`src/rtl/seq_run_pkg.sv`:
```
package seq_run_pkg;

    typedef enum logic [2:0] {
        RS_UNINIT     = 3'd0,
        RS_STOPPED    = 3'd1,
        RS_ARMED      = 3'd2,
        RS_START_DLY  = 3'd3,
        RS_RUNNING    = 3'd4,
        RS_WAITING    = 3'd5,
        RS_RESUME_DLY = 3'd6
    } run_state_e;

    typedef enum logic [2:0] {
        CMD_STOP  = 3'd0,
        CMD_START = 3'd1,
        CMD_ARM   = 3'd2,
        CMD_CONT  = 3'd3,
        CMD_PROG  = 3'd4
    } sw_cmd_e;

endpackage

```
`src/rtl/seq_in_sync.sv`:
```
// Multi-flop synchronizer for an active-low asynchronous input; idles high.
module seq_in_sync #(
    parameter int STAGES = 2
) (
    input  logic clk,
    input  logic rst_n,
    input  logic pin_i,
    output logic level_o
);
    logic [STAGES-1:0] sh_q;

    always_ff @(posedge clk) begin
        if (!rst_n) sh_q <= '1;
        else        sh_q <= {sh_q[STAGES-2:0], pin_i};
    end

    assign level_o = sh_q[STAGES-1];
endmodule

```
`src/rtl/seq_fall_det.sv`:
```
// Falling-edge detector; rearm_i forces the history to high so a low level
// seen on the next cycle counts as a fresh edge.
module seq_fall_det (
    input  logic clk,
    input  logic rst_n,
    input  logic level_i,
    input  logic rearm_i,
    output logic fall_o
);
    logic prev_q;

    always_ff @(posedge clk) begin
        if (!rst_n)       prev_q <= 1'b1;
        else if (rearm_i) prev_q <= 1'b1;
        else              prev_q <= level_i;
    end

    assign fall_o = prev_q & ~level_i;
endmodule

```
`src/rtl/seq_dly_ctr.sv`:
```
// Down counter for launch latency; zero_o flags the last delay cycle.
module seq_dly_ctr #(
    parameter int W = 4
) (
    input  logic         clk,
    input  logic         rst_n,
    input  logic         load_i,
    input  logic [W-1:0] load_val_i,
    input  logic         en_i,
    output logic         zero_o
);
    logic [W-1:0] cnt_q;

    always_ff @(posedge clk) begin
        if (!rst_n)                  cnt_q <= '0;
        else if (load_i)             cnt_q <= load_val_i;
        else if (en_i && cnt_q != 0) cnt_q <= cnt_q - 1'b1;
    end

    assign zero_o = (cnt_q == '0);
endmodule

```
`src/rtl/seq_run_ctrl.sv`:
```
module seq_run_ctrl
    import seq_run_pkg::*;
#(
    parameter int SYNC_STAGES = 2,
    parameter int START_LAT   = 8,
    parameter int RESUME_LAT  = 6
) (
    input  logic       clk,
    input  logic       rst_n,
    input  logic       hw_trig_n,
    input  logic       hw_rst_n,
    input  logic       cmd_vld_i,
    input  logic [2:0] cmd_op_i,
    input  logic       op_stop_i,
    input  logic       op_wait_i,
    input  logic       win_open_i,
    output logic [2:0] state_o,
    output logic       run_en_o,
    output logic       rewind_o,
    output logic       resume_o
);
    localparam int MAX_LAT = (START_LAT > RESUME_LAT) ? START_LAT : RESUME_LAT;
    localparam int CW      = $clog2(MAX_LAT + 1);
    // Hardware paths already spent one cycle in the edge stage.
    localparam logic [CW-1:0] LD_HW_START = CW'(START_LAT - 2);
    localparam logic [CW-1:0] LD_SW_START = CW'(START_LAT - 1);
    localparam logic [CW-1:0] LD_HW_RES   = CW'(RESUME_LAT - 2);
    localparam logic [CW-1:0] LD_SW_RES   = CW'(RESUME_LAT - 1);

    run_state_e    state_q, nxt;
    logic          trig_lvl, rst_lvl, trig_fall, rst_act;
    logic          rearm, dly_zero, dly_load;
    logic [CW-1:0] dly_val;
    logic          rewind_evt, resume_evt, pend_set;
    logic          win_q, pend_q, win_act, win_clr;

    seq_in_sync #(.STAGES(SYNC_STAGES)) u_trig_sync (
        .clk(clk), .rst_n(rst_n), .pin_i(hw_trig_n), .level_o(trig_lvl)
    );
    seq_in_sync #(.STAGES(SYNC_STAGES)) u_rst_sync (
        .clk(clk), .rst_n(rst_n), .pin_i(hw_rst_n), .level_o(rst_lvl)
    );
    seq_fall_det u_trig_edge (
        .clk(clk), .rst_n(rst_n), .level_i(trig_lvl), .rearm_i(rearm), .fall_o(trig_fall)
    );
    seq_dly_ctr #(.W(CW)) u_dly (
        .clk(clk), .rst_n(rst_n), .load_i(dly_load), .load_val_i(dly_val),
        .en_i(state_q == RS_START_DLY || state_q == RS_RESUME_DLY), .zero_o(dly_zero)
    );

    assign rst_act = ~rst_lvl;
    assign win_act = win_q | win_open_i;

    // Next state: hardware reset > software command > opcode strobes > trigger.
    always_comb begin
        nxt        = state_q;
        dly_load   = 1'b0;
        dly_val    = '0;
        rewind_evt = 1'b0;
        resume_evt = 1'b0;
        pend_set   = 1'b0;
        if (rst_act) begin
            nxt = RS_ARMED;
        end else if (cmd_vld_i) begin
            case (cmd_op_i)
                CMD_STOP, CMD_PROG: nxt = RS_STOPPED;
                CMD_ARM:            nxt = RS_ARMED;
                CMD_START: begin
                    nxt        = RS_START_DLY;
                    dly_load   = 1'b1;
                    dly_val    = LD_SW_START;
                    rewind_evt = 1'b1;
                end
                CMD_CONT: begin
                    if (state_q == RS_WAITING) begin
                        nxt      = RS_RESUME_DLY;
                        dly_load = 1'b1;
                        dly_val  = LD_SW_RES;
                    end else if (state_q == RS_RUNNING && win_act) begin
                        pend_set = 1'b1;
                    end
                end
                default: nxt = state_q;
            endcase
        end else begin
            unique case (state_q)
                RS_RUNNING: begin
                    if (op_stop_i) begin
                        nxt = RS_STOPPED;
                    end else if (op_wait_i) begin
                        if (pend_q) resume_evt = 1'b1;
                        else        nxt = RS_WAITING;
                    end else if (trig_fall && win_act) begin
                        pend_set = 1'b1;
                    end
                end
                RS_ARMED: begin
                    if (trig_fall) begin
                        nxt        = RS_START_DLY;
                        dly_load   = 1'b1;
                        dly_val    = LD_HW_START;
                        rewind_evt = 1'b1;
                    end
                end
                RS_WAITING: begin
                    if (trig_fall) begin
                        nxt      = RS_RESUME_DLY;
                        dly_load = 1'b1;
                        dly_val  = LD_HW_RES;
                    end
                end
                RS_START_DLY: begin
                    if (dly_zero) nxt = RS_RUNNING;
                end
                RS_RESUME_DLY: begin
                    if (dly_zero) begin
                        nxt        = RS_RUNNING;
                        resume_evt = 1'b1;
                    end
                end
                RS_UNINIT, RS_STOPPED: nxt = state_q;
                default:               nxt = state_q;
            endcase
        end
        if (nxt == RS_ARMED && state_q != RS_ARMED) rewind_evt = 1'b1;
    end

    assign rearm   = (nxt == RS_ARMED) && (state_q != RS_ARMED);
    assign win_clr = (nxt != RS_RUNNING) || op_wait_i || op_stop_i;

    // State register
    always_ff @(posedge clk) begin
        if (!rst_n) state_q <= RS_UNINIT;
        else        state_q <= nxt;
    end

    // Pre-WAIT window and stored trigger
    always_ff @(posedge clk) begin
        if (!rst_n || win_clr) begin
            win_q  <= 1'b0;
            pend_q <= 1'b0;
        end else begin
            if (win_open_i) win_q  <= 1'b1;
            if (pend_set)   pend_q <= 1'b1;
        end
    end

    // Registered outputs
    always_ff @(posedge clk) begin
        if (!rst_n) begin
            run_en_o <= 1'b0;
            rewind_o <= 1'b0;
            resume_o <= 1'b0;
        end else begin
            run_en_o <= (nxt == RS_RUNNING);
            rewind_o <= rewind_evt;
            resume_o <= resume_evt;
        end
    end

    assign state_o = state_q;
endmodule

```
`config.mk`:
```
export PLATFORM = sky130hd
export DESIGN_NAME = seq_run_ctrl
export DESIGN_NICKNAME = d
export VERILOG_FILES = /design/src/rtl/seq_run_pkg.sv /design/src/rtl/seq_in_sync.sv /design/src/rtl/seq_fall_det.sv /design/src/rtl/seq_dly_ctr.sv /design/src/rtl/seq_run_ctrl.sv
export SDC_FILE = /design/constraint.sdc
export NUM_CORES = 1
export LEC_CHECK = 0
export ABC_AREA = 1
export CAP_MARGIN = 40
export CORE_MARGIN = 4
export CORE_UTILIZATION = 44
export CTS_BUF_LIST = sky130_fd_sc_hd__clkbuf_4
export DETAILED_ROUTE_END_ITERATION = 7
export PLACE_DENSITY = 0.78
export RECOVER_POWER = 100
export SYNTH_ARGS = -nofsm -noshare
export SYNTH_HDL_FRONTEND = slang
export SYNTH_SLANG_ARGS = --single-unit
```
`constraint.sdc`:
```
create_clock -name clk -period 4.4 [get_ports clk]
set_clock_uncertainty 0.2 [all_clocks]
set_input_delay 0.88 -clock clk [delete_from_list [all_inputs] [get_ports clk]]
set_output_delay 0.88 -clock clk [all_outputs]
set_load 0.005 [all_outputs]
```
# == Word level (Yosys, flattened, before mapping) ==
# Index checks and enable logic that the tools add are counted.
# op_classes
n_addsub,1
mul,0
div_mod_pow,0
n_lt_le_gt_ge,0
n_eq_ne,13
n_shift,0
muxes,45
bitwise,5
reduce_logical,18
# op_table
cell,n
two-way mux 3 bit,12
one-hot mux 3 bit (4 select lines),2
two-way mux 1 bit,23
two-way mux 4 bit,4
== test 3 x 2 -> 1 bit (second input constant),5
== test 3 bit (second input constant),5
one-hot mux 3 bit (2 select lines),2
OR reduction 2 bit,4
logical AND 1 bit,4
logical NOT 4 bit,1
logical OR 1 bit,4
one-hot mux 1 bit (2 select lines),2
nonzero test 4 bit,1
subtractor 4 x 1 -> 4 bit (second input constant),1
== test 3 x 1 -> 1 bit (second input constant),1
logical NOT 3 bit,1
inequality test 3 x 2 -> 1 bit (second input constant),1
inequality test 3 bit (second input constant),1
NOT 1 bit,3
OR reduction 3 bit,1
nonzero test 2 bit,1
bitwise AND 1 bit,1
logical NOT 1 bit,1
bitwise OR 1 bit,1
# word_totals
regBits,17
latch_bits,0
ram_bits,0
romBits,0
inputBits,11
n_memories,0

# == Longest topological paths before layout ==
# Gate-level depths: netlist (run 1).
# logic_depth
depth_word,10
depth_mapped,13
mapped_depth_nobuf,12

# == By module ==
# From an unflattened synthesis (run 1), not the netlist that was laid out.
# hier_totals
cells_unflattened,179
hier_area_um2,1118.6
# by_module_without_submodules
module,instances,cells_each,area_per_inst_um2
seq_run_ctrl,1,121,699.4
seq_dly_ctr,1,41,274.0
seq_in_sync,2,6,55.1
seq_fall_det,1,5,35.0

# == Worst setup path after synthesis (run 1) ==
# No wires, ideal clock.
# synth_timing
path_kind,input -> register
startpoint,input port cmd_op_i[2]
endpoint,register pend_q
setup_time_ns,0.064
t_arrival_ns,1.635
required_ns,4.136
path_slack_ns,2.501
cell_stages,9
n_path_buf,0
cell_sequence,inv_1 nand2_1 nor2_1 a21oi_1 o21ai_0 nand2_2 nor2_4 nand3_2 nor2_1
# synth_between
elab_chain_cells,9
# synth_lines
element,line_no,text
"start, declared",seq_run_ctrl.sv:13,"input logic [2:0] cmd_op_i,"
== test 3 bit / logical NOT 3 bit (equally long branches),seq_run_ctrl.sv:65,case (cmd_op_i)
OR reduction 2 bit,seq_run_ctrl.sv:65,
one-hot mux 3 bit (4 select lines),seq_run_ctrl.sv:65,
two-way mux 3 bit,seq_run_ctrl.sv:64,end else if (cmd_vld_i) begin
two-way mux 3 bit,seq_run_ctrl.sv:62,if (rst_act) begin
inequality test 3 bit,seq_run_ctrl.sv:129,assign win_clr = (nxt != RS_RUNNING) || op_wait_i || op_stop_i;
logical OR 1 bit (2 in series),seq_run_ctrl.sv:129,
logical OR 1 bit,seq_run_ctrl.sv:139,if (!rst_n || win_clr) begin
"end signal, assigned",seq_run_ctrl.sv:141,pend_q <= 1'b0;
"end signal, assigned",seq_run_ctrl.sv:144,if (pend_set) pend_q <= 1'b1;
"end, declared",seq_run_ctrl.sv:35,"logic win_q, pend_q, win_act, win_clr;"
# Several ways; a longest one is shown, not always the timed one.
# A chain may end at the register's enable or synchronous reset.

# == Final worst setup path (run 1) ==
# layout_timing
startpoint,register state_q[1] (netlist: state_o[1])
endpoint,output port state_o[1]
# layout_lines
element,line_no,text
"start, declared",seq_run_ctrl.sv:30,"run_state_e state_q, nxt;"
"start signal, assigned",seq_run_ctrl.sv:134,else state_q <= nxt;
"end, declared",seq_run_ctrl.sv:17,"output logic [2:0] state_o,"
# No word-level cell between the ends.

==> impl_metrics.py, run 1 <==
metrics = {
    "synthesis": {
        "ys_seq_elements": 17,
        "synth_area_per_cell_sq_um": 6.806,
        "yosysTopAreaCell": "dfxtp_1",
        "synth_top_flop_cell": "dfxtp_1",
        "ys_seq_area_share_pct": 31.85,
        "yosysMostFrequentCell": "nand2_1",
        "synth_warnings": 0,
        "synth_area_leaders": "dfxtp_1, nand2_1, inv_1, nor2_1, nand3_1",
        "syn_nets": 169,
        "synth_cell_types": 29,
        "synth.top_cells.by_count": "nand2_1, inv_1, dfxtp_1, nor2_1, nand3_1",
        "synth_edf_count": 0,
        "synth_area_sq_mm": 0.001069,
        "netlist_instances": 157,
        "synth_top_area_share_pct": 31.85,
        "async_reset_ff_share_pct": 0,
    },
    "sta": {
        "tightest_slew_ps": 592.9,
        "maxSlewViolCount": 0,
        "fin_crit_ps": 2732,
        "tns_ps": 0,
        "clock.fmax_ghz": 0.3660,
        "fin_ws_ps": 1668,
        "max_slew_margin_pct": 60.42,
        "finalSetupViolations": 0,
        "finalHoldViolations": 0,
        "fin_hold_ws_ps": 226.1,
        "finalCritPeriodShare_pct": 62.09,
        "rsz0062_at_grt": "false",
    },
    "flow_run": {
        "cap_violations": 0,
    },
    "placed_design": {
        "placed_area_sq_mm": 0.001226,
        "globalplace.congestion": 0.9889,
        "dp_slack_ps": 1768,
        "dp_hpwl_microns": 1927,
        "dp_cells": 197,
        "io_buffers": 16,
    },
    "clock_network": {
        "clk_pin_slew_worst_paths_ps": 110,
        "cts_sinks": 17,
        "cts.repair.resized": 0,
        "hold_buffers": 0,
        "cts_post_setup_buffers_inserted": 0,
        "clockBufferDepth": 2,
        "clock_latency_ps": 300,
        "cts_tree": "yes",
        "cts.htree.levels": 1,
        "cts_made_buffers": 3,
        "cts-root-buf": "clkbuf_4",
    },
    "floorplan": {
        "initial_utilization_pct": 47.39,
        "ios": 17,
        "die_h_microns": 57.28,
        "core_area_sq_mm": 0.002255,
        "die_w_microns": 57.28,
        "rows": 17,
        "dieArea_sq_mm": 0.003281,
    },
    "critical_path": {
        "critical_path.slowest_cell": "dfxtp_1",
        "worstPathRequired_ps": 3320,
        "startpoint": "state_o[1]",
        "worst_setup_path_end_kind": "output pin",
        "path_buf_inv": 1,
        "crit_family": "flip-flops",
        "crit_chain": "dlygate4sd3_1",
        "critPathLaunchType": "register",
        "arrival_ps": 1650,
        "critPathKind": "register to output pin",
        "max_stage_delay_ps": 710,
        "rr_startpoint": "state_o[1]",
        "path_max_fanout": 9,
    },
    "power": {
        "power_density_mw_per_mm2": 278.3,
        "p_clk_share_pct": 24.5,
        "combPwrFrac_pct": 24.5,
        "intPower_mw": 0.2326,
        "p_sw_share_pct": 32.54,
        "p_sw_mw": 0.1122,
        "cellLeakagePower_nw": 0.5952,
        "total_power_mw": 0.3447,
        "seq_power_share_pct": 51.0,
        "ir_drop_v": 0.0002355,
    },
    "outcome": {
        "status": "complete, no violations",
    },
    "finish": {
        "final_core_util_pct": 54.94,
        "fin_cells": 201,
        "layout.nets": 186,
        "multi_input_area_sq_um": 575.6,
        "design_area_sq_mm": 0.001239,
        "nFillCells": 238,
        "seqCellArea_sq_um": 340.3,
        "syn2layout_area_growth_pct": 15.93,
        "drive_above_1_share_pct": 15.03,
        "diodes": 0,
    },
    "routing": {
        "drtIter0Drc": 38,
        "wl_microns": 2449,
        "post_drt_wl_per_cell_microns": 12.18,
        "ant_nets": 0,
        "vias": 1041,
        "via_per_inst": 5.179,
        "drtPass1Iterations": 4,
        "route.detailed.drc": 0,
    },
    "global_routing": {
        "antenna_found_initial": 0,
        "grt_pass1_wl_microns": 4057,
        "grt_pass1_vias": 908,
        "overflow": 0,
        "gr-usage-all-layers_pct": 15.55,
        "grt_max_degree": 13,
    },
    "hold_path": {
        "hold_path_class": "register to register",
        "min_from": "u_trig_sync.sh_q[0]",
    },
}
## sequential cells by signal, summed over array words and instances, names as in the netlist
register,flops
u_rst_sync.sh_q,2
u_trig_edge.prev_q,1
rewind_o,1
u_dly.cnt_q,4
resume_o,1
win_q,1
u_trig_sync.sh_q,2
state_o,3
run_en_o,1
pend_q,1
## cells by family (layout without fill, tap and decap cells)
family	count (synthesis)	after routing	synth area share, %
AND/OR/NAND/NOR	89	89	41.45
AO/OA/AOI/OAI	21	21	11.71
adder cells (fa/ha/maj)	1	1	1.171
flip-flops	17	17	31.85
buffers and inverters	28	44	12.88
multiplexers	1	1	0.9368
## power by group through the flow
stage | clock network [mW] | logic [mW] | registers (mW)
2_1_floorplan | 0 | 0.0698 | 0.170
3_3_place_gp | 0 | 0.0865 | 0.179
3_5_place_dp | 0 | 0.0879 | 0.179
4_1_cts | 0.0868 | 0.0885 | 0.176
5_1_grt | 0.0911 | 0.0954 | 0.178
6_report | 0.0845 | 0.0843 | 0.176
## per-layer routing
| metal | global-route usage (%) | vias up | wire (microns) |
|---|---|---|---|
| li1 | - | 529 | - |
| met1 | 22.34 | 478 | 1177 |
| met2 | 23.49 | 32 | 1112 |
| met3 | 2.036 | 2 | 140 |
| met4 | 5.960 | 0 | 18 |
| met5 | 0 | - | 0 |
## placed cells by master (no fill, tap or decap)
master,instances
a21oi_1,10
a22o_1,1
a31oi_1,2
a41oi_1,1
clkbuf_4,3
clkdlybuf4s50_1,8
clkinv_1,1
clkinv_2,1
dfxtp_1,17
dlygate4sd3_1,8
ha_1,1
inv_1,19
inv_2,2
inv_6,2
mux2i_1,1
nand2_1,36
nand2_2,5
nand2_4,2
nand3_1,13
nand3_2,3
nand4_1,1
nor2_1,18
nor2_2,3
nor2_4,1
nor3_1,3
o211a_1,1
o211ai_1,1
o21ai_0,4
o21bai_1,1
or2_2,4
## final cells by class
type                       instances  area share, %
inverter                          24          8.081
clock buffer                       3          1.818
timing repair buffer              16          12.93
sequential                        17          27.47
clock inverter                     1         0.4040
multi-input combinational        112          46.46
tap                               28          2.828
## final timing paths
path                            cells after the start  slack (ps)                   to
worst max-delay path                                1        1670           state_o[1]
worst min-delay path                                1         230  u_trig_sync.sh_q[1]
worst min register to register                      1         230  u_trig_sync.sh_q[1]
worst max register to register                      7        2350       u_dly.cnt_q[0]
Power figures use the tool's default switching activity.
==> run 2, diff against run 1 <==
==> constraint.sdc (replaced) <==
create_clock -name clk -period 2.6 [get_ports clk]
set_clock_uncertainty 0.2 [all_clocks]
set_input_delay 0.52 -clock clk [delete_from_list [all_inputs] [get_ports clk]]
set_output_delay 0.52 -clock clk [all_outputs]
set_load 0.005 [all_outputs]
==> run 2 against run 1 <==
Compared with the run above: die area unchanged; largest power group unchanged; final cell count up 1.0%; global-route usage down 0.30 points; worst hold slack worse by 6.0 ps.
==> impl_metrics.py, run 2 (synthesis results as in run 1) <==
metrics = {
    "outcome": {
        "status": "complete, no violations",
    },
    "flow_run": {
        "cap_violations": 0,
    },
    "finish": {
        "design_area_sq_mm": 0.001242,
        "syn2layout_area_growth_pct": 16.28,
        "final_core_util_pct": 55.11,
        "final_cell_mix": "nand2_1, inv_1, nor2_1",
        "fin_cells": 203,
        "drive_above_1_share_pct": 14.29,
        "largest_reg_flops": 4,
        "layout.nets": 188,
        "diodes": 0,
        "regMostFlops": "u_dly.cnt_q",
        "layout_commonest_cell": "nand2_1",
    },
    "global_routing": {
        "grt_pass1_wl_microns": 4050,
        "grt_max_degree": 13,
        "grt_pass1_vias": 935,
        "antenna_found_initial": 0,
        "gr-usage-all-layers_pct": 15.25,
        "overflow": 0,
    },
    "routing": {
        "drtIter0Drc": 42,
        "vias": 1039,
        "ant_nets": 0,
        "post_drt_wl_per_cell_microns": 11.67,
        "via_per_inst": 5.118,
        "drtPass1Iterations": 4,
        "route.detailed.drc": 0,
        "wl_microns": 2369,
    },
    "floorplan": {
        "die_h_microns": 57.28,
        "core_area_sq_mm": 0.002255,
        "dieArea_sq_mm": 0.003281,
        "die_w_microns": 57.28,
        "rows": 17,
        "initial_utilization_pct": 47.39,
        "ios": 17,
    },
    "sta": {
        "clock.fmax_ghz": 0.4267,
        "finalHoldViolations": 0,
        "max_slew_margin_pct": 63.61,
        "finalSetupViolations": 0,
        "finalCritPeriodShare_pct": 90.15,
        "fin_hold_ws_ps": 220.2,
        "maxSlewViolCount": 0,
        "tightest_slew_ps": 545.1,
        "tns_ps": 0,
        "rsz0062_at_grt": "false",
        "fin_crit_ps": 2344,
        "fin_ws_ps": 256.2,
    },
    "critical_path": {
        "worst_setup_path_end_kind": "output pin",
        "path_max_fanout": 9,
        "path_buf_inv": 1,
        "worstPathRequired_ps": 1880,
        "arrival_ps": 1620,
        "crit_chain": "dlygate4sd3_1",
        "critPathKind": "register to output pin",
        "max_stage_delay_ps": 680,
        "critPathLaunchType": "register",
        "critical_path.slowest_cell": "dfxtp_1",
        "crit_family": "flip-flops",
    },
    "clock_network": {
        "cts_tree": "yes",
        "clockBufferDepth": 2,
        "cts_made_buffers": 3,
        "cts_sinks": 17,
        "hold_buffers": 0,
        "cts.htree.levels": 1,
        "cts.repair.resized": 0,
        "clock_latency_ps": 290,
        "cts-root-buf": "clkbuf_4",
        "cts_post_setup_buffers_inserted": 0,
        "clk_pin_slew_worst_paths_ps": 100,
    },
    "placed_design": {
        "dp_slack_ps": 352.9,
        "globalplace.congestion": 0.9389,
        "io_buffers": 16,
        "dp_hpwl_microns": 1894,
        "dp_cells": 199,
        "placed_area_sq_mm": 0.001241,
    },
    "power": {
        "total_power_mw": 0.5815,
        "power_density_mw_per_mm2": 468.0,
        "ir_drop_v": 0.0003574,
        "cellLeakagePower_nw": 0.6021,
    },
    "hold_path": {
        "hold_path_class": "register to register",
    },
}
==> run 2: cell count changes in the layout (fill, tap and decap cells not counted) <==
cell	change
nor2_1	+1
nand3_1	+1
buf_4	+1
nand3_2	-1
clkbuf_1	+1
nor2_2	-1
==> run 2: path summary, 6_finish.rpt <==
kind                       start             endpoint  slack, ps  cells past startpoint
min          u_trig_sync.sh_q[0]  u_trig_sync.sh_q[1]        220                      1
min reg2reg  u_trig_sync.sh_q[0]  u_trig_sync.sh_q[1]        220                      1
max reg2reg           state_o[1]       u_dly.cnt_q[0]        520                      7
max                   state_o[1]           state_o[1]        260                      1
==> run 2: layer usage <==
layer  up-vias  wire [microns]  global-route usage, %
met3         4             125                  2.715
met2        31            1107                  25.61
met5         -               0                      0
met4         0              29                  4.305
li1        534               -                      -
met1       470            1106                  19.97
==> run 2: layout make-up <==
cell class / count / area [sq um]
Inverter: 24 / 100.1
Clock buffer: 3 / 22.52
Tap cell: 28 / 35.03
Sequential cell: 17 / 340.3
Multi-Input combinational cell: 112 / 568.0
Clock inverter: 1 / 5.005
Fill cell: 237 / 1012
Timing Repair Buffer: 18 / 171.4
==> run 2: power breakdown <==
part / switching (mW) / internal, mW
Sequential: 0.0177 / 0.275
Clock: 0.0831 / 0.0571
Combinational: 0.0854 / 0.0634
Total: 0.186 / 0.395
